### config.mk
export PLATFORM = sky130hd
export DESIGN_NAME = pdma_buf
export DESIGN_NICKNAME = d
export VERILOG_FILES = /design/src/rtl/pdma_pkg.sv /design/src/rtl/pdma_ram.sv /design/src/rtl/pdma_bus_eng.sv /design/src/rtl/pdma_buf.sv
export SDC_FILE = /design/constraint.sdc
export NUM_CORES = 2
export LEC_CHECK = 0
export BUFFER_PORTS_ARGS = -buffer_cell sky130_fd_sc_hd__clkbuf_2
export CAP_MARGIN = 10
export CORE_MARGIN = 2
export CORE_UTILIZATION = 39
export DETAILED_ROUTE_END_ITERATION = 6
export PLACE_DENSITY_LB_ADDON = 0.25
export RECOVER_POWER = 100
export SKIP_LAST_GASP = 1
export SLEW_MARGIN = 20
export SYNTH_ARGS = -nofsm -noshare
export SYNTH_HDL_FRONTEND = slang
export SYNTH_SLANG_ARGS = --single-unit
### constraint.sdc
create_clock -name clk -period 8.3 [get_ports clk]
set_clock_uncertainty 0.15 [all_clocks]
set_input_delay 0.415 -clock clk [delete_from_list [all_inputs] [get_ports clk]]
set_output_delay 0.415 -clock clk [all_outputs]
set_load 0.05 [all_outputs]
### src/rtl/pdma_pkg.sv
package pdma_pkg;
    localparam int unsigned DATA_W    = 8;
    localparam int unsigned ADDR_W    = 9;
    localparam int unsigned BLK_BYTES = 1 << ADDR_W;
    localparam int unsigned POS_W     = ADDR_W + 1;
    localparam int unsigned LEN_W     = 16;
    localparam int unsigned CNT_W     = 8;

    typedef enum logic [1:0] {XM_IDLE, XM_SEND, XM_RECV} xfer_mode_e;
    typedef enum logic [2:0] {BE_IDLE, BE_FETCH, BE_WAIT, BE_ACK, BE_REL} bus_state_e;

    typedef struct packed {
        logic              we;
        logic [ADDR_W-1:0] addr;
        logic [DATA_W-1:0] wdata;
    } ram_req_t;

    function automatic logic [POS_W-1:0] calc_blk(input logic [LEN_W-1:0] len);
        if (len >= LEN_W'(BLK_BYTES)) return POS_W'(BLK_BYTES);
        return POS_W'(len);
    endfunction

    function automatic logic [CNT_W-1:0] calc_cnt(input logic [LEN_W-1:0] len);
        if (len < LEN_W'(BLK_BYTES)) return CNT_W'(1);
        return CNT_W'(len >> ADDR_W);
    endfunction
endpackage

### src/rtl/pdma_ram.sv
module pdma_ram
    import pdma_pkg::*;
(
    input  logic              clk,
    input  ram_req_t          req,
    output logic [DATA_W-1:0] q
);
    logic [DATA_W-1:0] mem [BLK_BYTES];

    always_ff @(posedge clk) begin
        if (req.we) mem[req.addr] <= req.wdata;
        q <= mem[req.addr];
    end
endmodule

### src/rtl/pdma_bus_eng.sv
module pdma_bus_eng
    import pdma_pkg::*;
#(
    parameter int unsigned REQ_TIMEOUT = 10
) (
    input  logic              clk,
    input  logic              rst,
    input  logic              abort,
    input  logic              go,
    input  logic              dir_send,
    input  logic [POS_W-1:0]  blk_len,
    input  logic              scsi_req,
    input  logic [DATA_W-1:0] scsi_din,
    input  logic [DATA_W-1:0] ram_q,
    output ram_req_t          ram_req,
    output logic              busy,
    output logic              blk_done,
    output logic              scsi_ack,
    output logic [DATA_W-1:0] scsi_dout
);
    localparam int unsigned TMR_W = $clog2(REQ_TIMEOUT + 1);

    bus_state_e        state;
    logic [POS_W-1:0]  pos;
    logic [TMR_W-1:0]  tmr;
    logic [DATA_W-1:0] data_q;
    logic              last_byte;

    assign last_byte = (pos == blk_len - POS_W'(1));

    always_ff @(posedge clk) begin
        if (rst || abort) begin
            state  <= BE_IDLE;
            pos    <= '0;
            tmr    <= '0;
            data_q <= '0;
        end else begin
            case (state)
                BE_IDLE: begin
                    if (go) begin
                        state <= BE_FETCH;
                        pos   <= '0;
                    end
                end
                BE_FETCH: begin
                    state <= BE_WAIT;
                    tmr   <= '0;
                end
                BE_WAIT: begin
                    if (scsi_req || (tmr == TMR_W'(REQ_TIMEOUT - 1))) begin
                        state  <= BE_ACK;
                        data_q <= dir_send ? ram_q : scsi_din;
                    end else begin
                        tmr <= tmr + TMR_W'(1);
                    end
                end
                BE_ACK: state <= BE_REL;
                BE_REL: begin
                    if (last_byte) begin
                        state <= BE_IDLE;
                        pos   <= '0;
                    end else begin
                        state <= BE_FETCH;
                        pos   <= pos + POS_W'(1);
                    end
                end
                default: state <= BE_IDLE;
            endcase
        end
    end

    always_comb begin
        busy          = (state != BE_IDLE);
        scsi_ack      = (state == BE_ACK);
        scsi_dout     = data_q;
        blk_done      = (state == BE_REL) && last_byte;
        ram_req.we    = (state == BE_ACK) && !dir_send;
        ram_req.addr  = pos[ADDR_W-1:0];
        ram_req.wdata = data_q;
    end
endmodule

### src/rtl/pdma_buf.sv
module pdma_buf
    import pdma_pkg::*;
#(
    parameter int unsigned REQ_TIMEOUT = 10
) (
    input  logic              clk,
    input  logic              rst,
    input  logic              start_send,
    input  logic              start_recv,
    input  logic [LEN_W-1:0]  xfer_len,
    input  logic              eop_irq_en,
    input  logic              busy_mon_en,
    input  logic              host_wr,
    input  logic [DATA_W-1:0] host_wdata,
    input  logic              host_rd,
    output logic [DATA_W-1:0] host_rdata,
    input  logic              scsi_req,
    input  logic              scsi_bsy,
    input  logic [DATA_W-1:0] scsi_din,
    output logic              scsi_ack,
    output logic [DATA_W-1:0] scsi_dout,
    output logic              ready,
    output logic              loaded,
    output logic              end_of_dma,
    output logic              last_byte_sent,
    output logic              irq,
    output logic              dma_active
);
    xfer_mode_e       mode;
    logic [POS_W-1:0] host_pos;
    logic [POS_W-1:0] blk_len;
    logic [CNT_W-1:0] blk_cnt;
    logic             ready_q, loaded_q, eod_q, lbs_q, irq_q, rd_ok_q;

    logic             wr_ok, rd_ok, cancel, start_ok, eng_go;
    logic             eng_busy, eng_done;
    ram_req_t         eng_req, host_req, ram_req;
    logic [DATA_W-1:0] ram_q;

    assign start_ok = (start_send || start_recv) && (xfer_len != '0);
    assign wr_ok    = host_wr && (mode == XM_SEND) && (host_pos < blk_len);
    assign rd_ok    = host_rd && (mode == XM_RECV) && (host_pos < blk_len);
    assign cancel   = busy_mon_en && !scsi_bsy && (mode != XM_IDLE);
    assign eng_go   = (mode != XM_IDLE) && ready_q && loaded_q &&
                      (host_pos == blk_len) && !eng_busy && !cancel && !start_ok;

    always_comb begin
        host_req.we    = wr_ok;
        host_req.addr  = host_pos[ADDR_W-1:0];
        host_req.wdata = host_wdata;
        ram_req        = eng_busy ? eng_req : host_req;
    end

    pdma_ram u_ram (
        .clk (clk),
        .req (ram_req),
        .q   (ram_q)
    );

    pdma_bus_eng #(.REQ_TIMEOUT(REQ_TIMEOUT)) u_eng (
        .clk       (clk),
        .rst       (rst),
        .abort     (cancel || start_ok),
        .go        (eng_go),
        .dir_send  (mode == XM_SEND),
        .blk_len   (blk_len),
        .scsi_req  (scsi_req),
        .scsi_din  (scsi_din),
        .ram_q     (ram_q),
        .ram_req   (eng_req),
        .busy      (eng_busy),
        .blk_done  (eng_done),
        .scsi_ack  (scsi_ack),
        .scsi_dout (scsi_dout)
    );

    always_ff @(posedge clk) begin
        if (rst) begin
            mode     <= XM_IDLE;
            host_pos <= '0;
            blk_len  <= '0;
            blk_cnt  <= '0;
            ready_q  <= 1'b0;
            loaded_q <= 1'b0;
            eod_q    <= 1'b0;
            lbs_q    <= 1'b0;
            irq_q    <= 1'b0;
            rd_ok_q  <= 1'b0;
        end else begin
            rd_ok_q <= rd_ok;
            if (start_ok) begin
                mode     <= start_send ? XM_SEND : XM_RECV;
                blk_len  <= calc_blk(xfer_len);
                blk_cnt  <= calc_cnt(xfer_len);
                host_pos <= start_send ? '0 : calc_blk(xfer_len);
                ready_q  <= 1'b1;
                loaded_q <= 1'b1;
                eod_q    <= 1'b0;
                lbs_q    <= 1'b0;
                irq_q    <= 1'b0;
            end else if (cancel) begin
                mode     <= XM_IDLE;
                loaded_q <= 1'b0;
                ready_q  <= 1'b0;
            end else begin
                if (wr_ok || rd_ok) begin
                    host_pos <= host_pos + POS_W'(1);
                    if (host_pos + POS_W'(1) == blk_len) begin
                        ready_q <= 1'b0;
                        if (!loaded_q) mode <= XM_IDLE;
                    end
                end else if (loaded_q && !ready_q && (host_pos == blk_len) &&
                             (blk_cnt != '0)) begin
                    ready_q <= 1'b1;
                end
                if (eng_done) begin
                    host_pos <= '0;
                    blk_cnt  <= blk_cnt - CNT_W'(1);
                    if (blk_cnt == CNT_W'(1)) begin
                        loaded_q <= 1'b0;
                        eod_q    <= 1'b1;
                        lbs_q    <= (mode == XM_SEND);
                        irq_q    <= eop_irq_en;
                        if (mode == XM_SEND) mode <= XM_IDLE;
                    end
                end
            end
        end
    end

    assign host_rdata     = rd_ok_q ? ram_q : '1;
    assign ready          = ready_q;
    assign loaded         = loaded_q;
    assign end_of_dma     = eod_q;
    assign last_byte_sent = lbs_q;
    assign irq            = irq_q;
    assign dma_active     = (mode != XM_IDLE);
endmodule

==> results list <==
* Wire length of the first global-routing pass: 639000 µm
- The share of the Yosys chip area taken by registers is 0.766.
- A synthesized cell averages 17.3 µm².
* Cell family with most CP delay: simple AND/OR/NAND/NOR gates
* Netlist area before placement: 0.162 mm²
- Storage cell area: 0.124 mm²
- Combined area of the multi-input logic cells: 0.0355 mm²
* Synth top area cells: edfxtp_1, mux2i_1, o22ai_1
- The most used flip-flop cell after synthesis is edfxtp_1.
- RSZ-0062 raised after global routing: no
* Vias in the first global route: 86700
- Pin count of the biggest net entering global routing: 189
- The initial antenna violation count is 22.
- For the pin with the worst max-slew slack, the measured transition is 4920 ps.
- For this configuration, the core starts out at a cell density of 0.392.
- Root buffer selected by CTS: clkbuf_16
* Iteration count of the initial detailed-routing pass: 7
* Die extent in y: 649 µm
- Main combinational cell family by area after synthesis: multiplexers
* Xor-xnor portion of the synthesized cell area: 0.00210
* GRT Residual Overflow: 0
* P_int: 33.9 mW
- Post-synthesis simple-gate area fraction: 0.0268
- For this design the static power due to leakage is 66.2 nW.
- Layout cells sized above 1: 0.0862
- Share of flip-flops with an asynchronous set or reset: 0
- Tightest slew margin relative to the limit: -2.28
- Complex-gate fraction of the synthesized area: 0.0634
- Overall Global Routing Usage: 0.206
- For the final routed database, the setup TNS stands at 0 ps.
- H-Tree Level Count: 5
- Cell type contributing the most total cell area after synthesis: edfxtp_1
* Maxcap violations: 45
* Combinational group share of total power: 0.053
* Path class of the lowest-slack min-delay path: input pin to flip-flop
* Area growth from synthesis to final layout: 12.5%
- The number of clock buffers added by TritonCTS is 422.
- The share of total power dissipated in sequential elements is 0.532.
* Final worst-path cycle share: 0.895
- Setup violations remaining at the end of the flow were counted as 0.
- Counting every instance in the synthesized netlist gives 9406.
- Warnings from Yosys: 0
- Final design area excluding fillers: 0.183 mm²
* Cell with the most instances after synthesis: edfxtp_1
- Total routed wirelength: 450000 µm
- Number of I/O pins: 65
- After the last flow step, the layout net total stands at 9550.
- The core region is 0.414 mm².
- PostCTS Resize Cnt: 0
* Endpoint type of the worst setup path: flip-flop
- Die area: 0.421 mm²
- Count of vias placed by the detailed router: 88700
* Count of unresolved DRC violations after routing: 2
- The final reports fail on design-rule violations, max-capacitance violations, max-slew violations.
- Counting every net in the synthesized netlist gives 9465.
- In this run, the number of DRC markers left after iteration 0 of detailed routing was 10200.
* Max Freq: 0.135 GHz
- Via density per instance: 5.79
- Power share of the clock group: 0.415
- Counting flops and latches in the post-synthesis netlist gives 4165.
* Longest individual stage delay on the worst path: 1650 ps
- Net switching power: 9.66 mW
- Number of filler cells placed in the layout: 35500
* Die boundary width: 649 µm
- After clock tree synthesis, the clock-pin slew on the worst setup and hold paths is 60 ps.
- Sink Count: 4165
* TritonCTS clock tree: done
* Worst path buffer plus inverter count: 3
- Number of buffer cells added on primary ports: 64
- Signal arrival time at the worst endpoint: 7770 ps
* Critical path launch point type: flip-flop
- Count of final max-slew check failures: 1970
- Of the post-synthesis cell area, the part taken by muxes is 0.123.
- Of the total power, the share spent switching nets is 0.222.
- Power Density: 239 mW/mm²
- For the worst setup path, the data required time is 8640 ps.
* Standard-cell rows: 236
* Most common library cells after synthesis: edfxtp_1, mux2i_1, o22ai_1, nor2_1, clkbuf_1
* Average wire per cell in the routed design: 29.4 µm
- The synthesized netlist contains 67 unique library cells.
- Hold Fails Final Rpt: 0
* Critical-path top delay cell: or3_1
- Worst path cell trace: inv_1 -> ha_1 -> nand3_1 -> nor3_1 -> a221oi_1 -> a21boi_0 -> a41oi_2 -> clkbuf_1 -> or3_1 -> clkbuf_2 -> nor2_1
* Clock latency of the later-clocked register in the worst-skew pair: 980 ps
- The worst setup path is of the flip-flop to flip-flop kind.
- In this run, synthesis inferred 4096 flip-flops with an integrated enable.
- VDD sags by at most 0.180 mV.
- The share of synthesized area in the top cell type comes to 0.758.
- HPWL after DPL: 263000 µm
- RePlAce Congestion: 0.829
- The flow ran to the end, but the final reports show violations.
- After detailed placement, the total cell area comes to 0.169 mm².
- Along the worst path, the maximum fanout reaches 25.
- Adder-Cell Fraction of Synth Area: 0.00131
* Shortest clock period the worst path allows after layout: 7430 ps
- Once detail routing completed, the nets flagged for antenna violations numbered 0.
- The clock passes through at most 4 buffers.
==> what timing repair did <==
item	4_1_cts	5_1_grt
buffers inserted	0	0
hold endpoints to repair	48	0
hold buffers	64	0
==> cells in the final DEF, fill, tap and decap left out, types with 97 or more instances in the layout <==
cell type	netlist	routed
edfxtp_1	4096	4096
mux2i_1	1998	1996
o22ai_1	985	985
nor2_1	563	558
clkbuf_16	0	423
o41ai_1	208	199
nand2_1	152	149
clkbuf_1	500	131
buf_4	10	107
clkinv_1	0	97
==> worst reg2reg max path, stage by stage (launching register included) <==
cell and delay [ps]:
dfxtp_1 550, inv_1 90, ha_1 310, nand3_1 100, nor3_1 400, a221oi_1 170
a21boi_0 190, a41oi_2 210, clkbuf_1 940, or3_1 1660, clkbuf_2 1510, nor2_1 680
==> per-layer routing <==
layer | global-route usage | routed length (µm)
met5 | 0 | 36
met1 | 0.291 | 192000
met3 | 0.0272 | 31800
met4 | 0.0612 | 13200
met2 | 0.333 | 213000
==> registers in the layout, indices dropped and copies added, names as in the netlist, 3 cells and up <==
signal,flops
u_eng.scsi_dout,8
blk_cnt,8
u_eng.tmr,4
host_pos,10
u_ram.mem,4096
u_eng.pos,10
u_ram.q,8
u_eng.state,3
blk_len,10
==> power by group through the flow <==
stage	sequential (mW)	combinational [mW]	clock [mW]
finish	23.2	2.33	18.1
global route	23.2	2.43	19.1
CTS	23.2	2.34	18.3
detailed placement	23.6	2.32	0
global placement	23.6	2.29	0
floorplan	23.7	1.40	0
==> through the flow <==
stage | power [mW] | setup slack, ps | util | std cells | hold slack (ps)
after CTS | 43.8 | 1880 | 0.442 | 15300 | 55.3
after floorplan | 25.1 | 2700 | - | 9406 | 288
final | 43.6 | 868 | 0.442 | 15300 | 162
after global placement | 25.9 | 1820 | 0.409 | 14500 | 304
after global routing | 44.7 | 893 | 0.442 | 15300 | 146
after detailed placement | 25.9 | 1940 | 0.410 | 14500 | 312
==> logic make-up after synthesis <==
group / after synthesis
mux: 2001
buf+inv: 683
flops: 4165
simple gates: 982
xor+xnor: 39
fa+ha+maj: 17
compound gates: 1519
==> worst paths after layout <==
path,startpoint,to,slack [ps],cells past startpoint
max,blk_len[4],u_ram.mem[492][0],870,11
min,scsi_din[4],u_eng.scsi_dout[4],160,4
max reg2reg,blk_len[4],u_ram.mem[492][0],870,11
min reg2reg,end_of_dma,end_of_dma,330,2
==> cell type report <==
cell class / instances / area share
inverter: 23 / 0.000473
timing repair buffer: 321 / 0.0156
clock buffer: 522 / 0.0601
clock inverter: 241 / 0.0110
multi-input combinational: 4558 / 0.194
tap: 5474 / 0.0375
sequential: 4165 / 0.681
antenna: 11 / 0.000151
(Power assumes the default switching activity.)
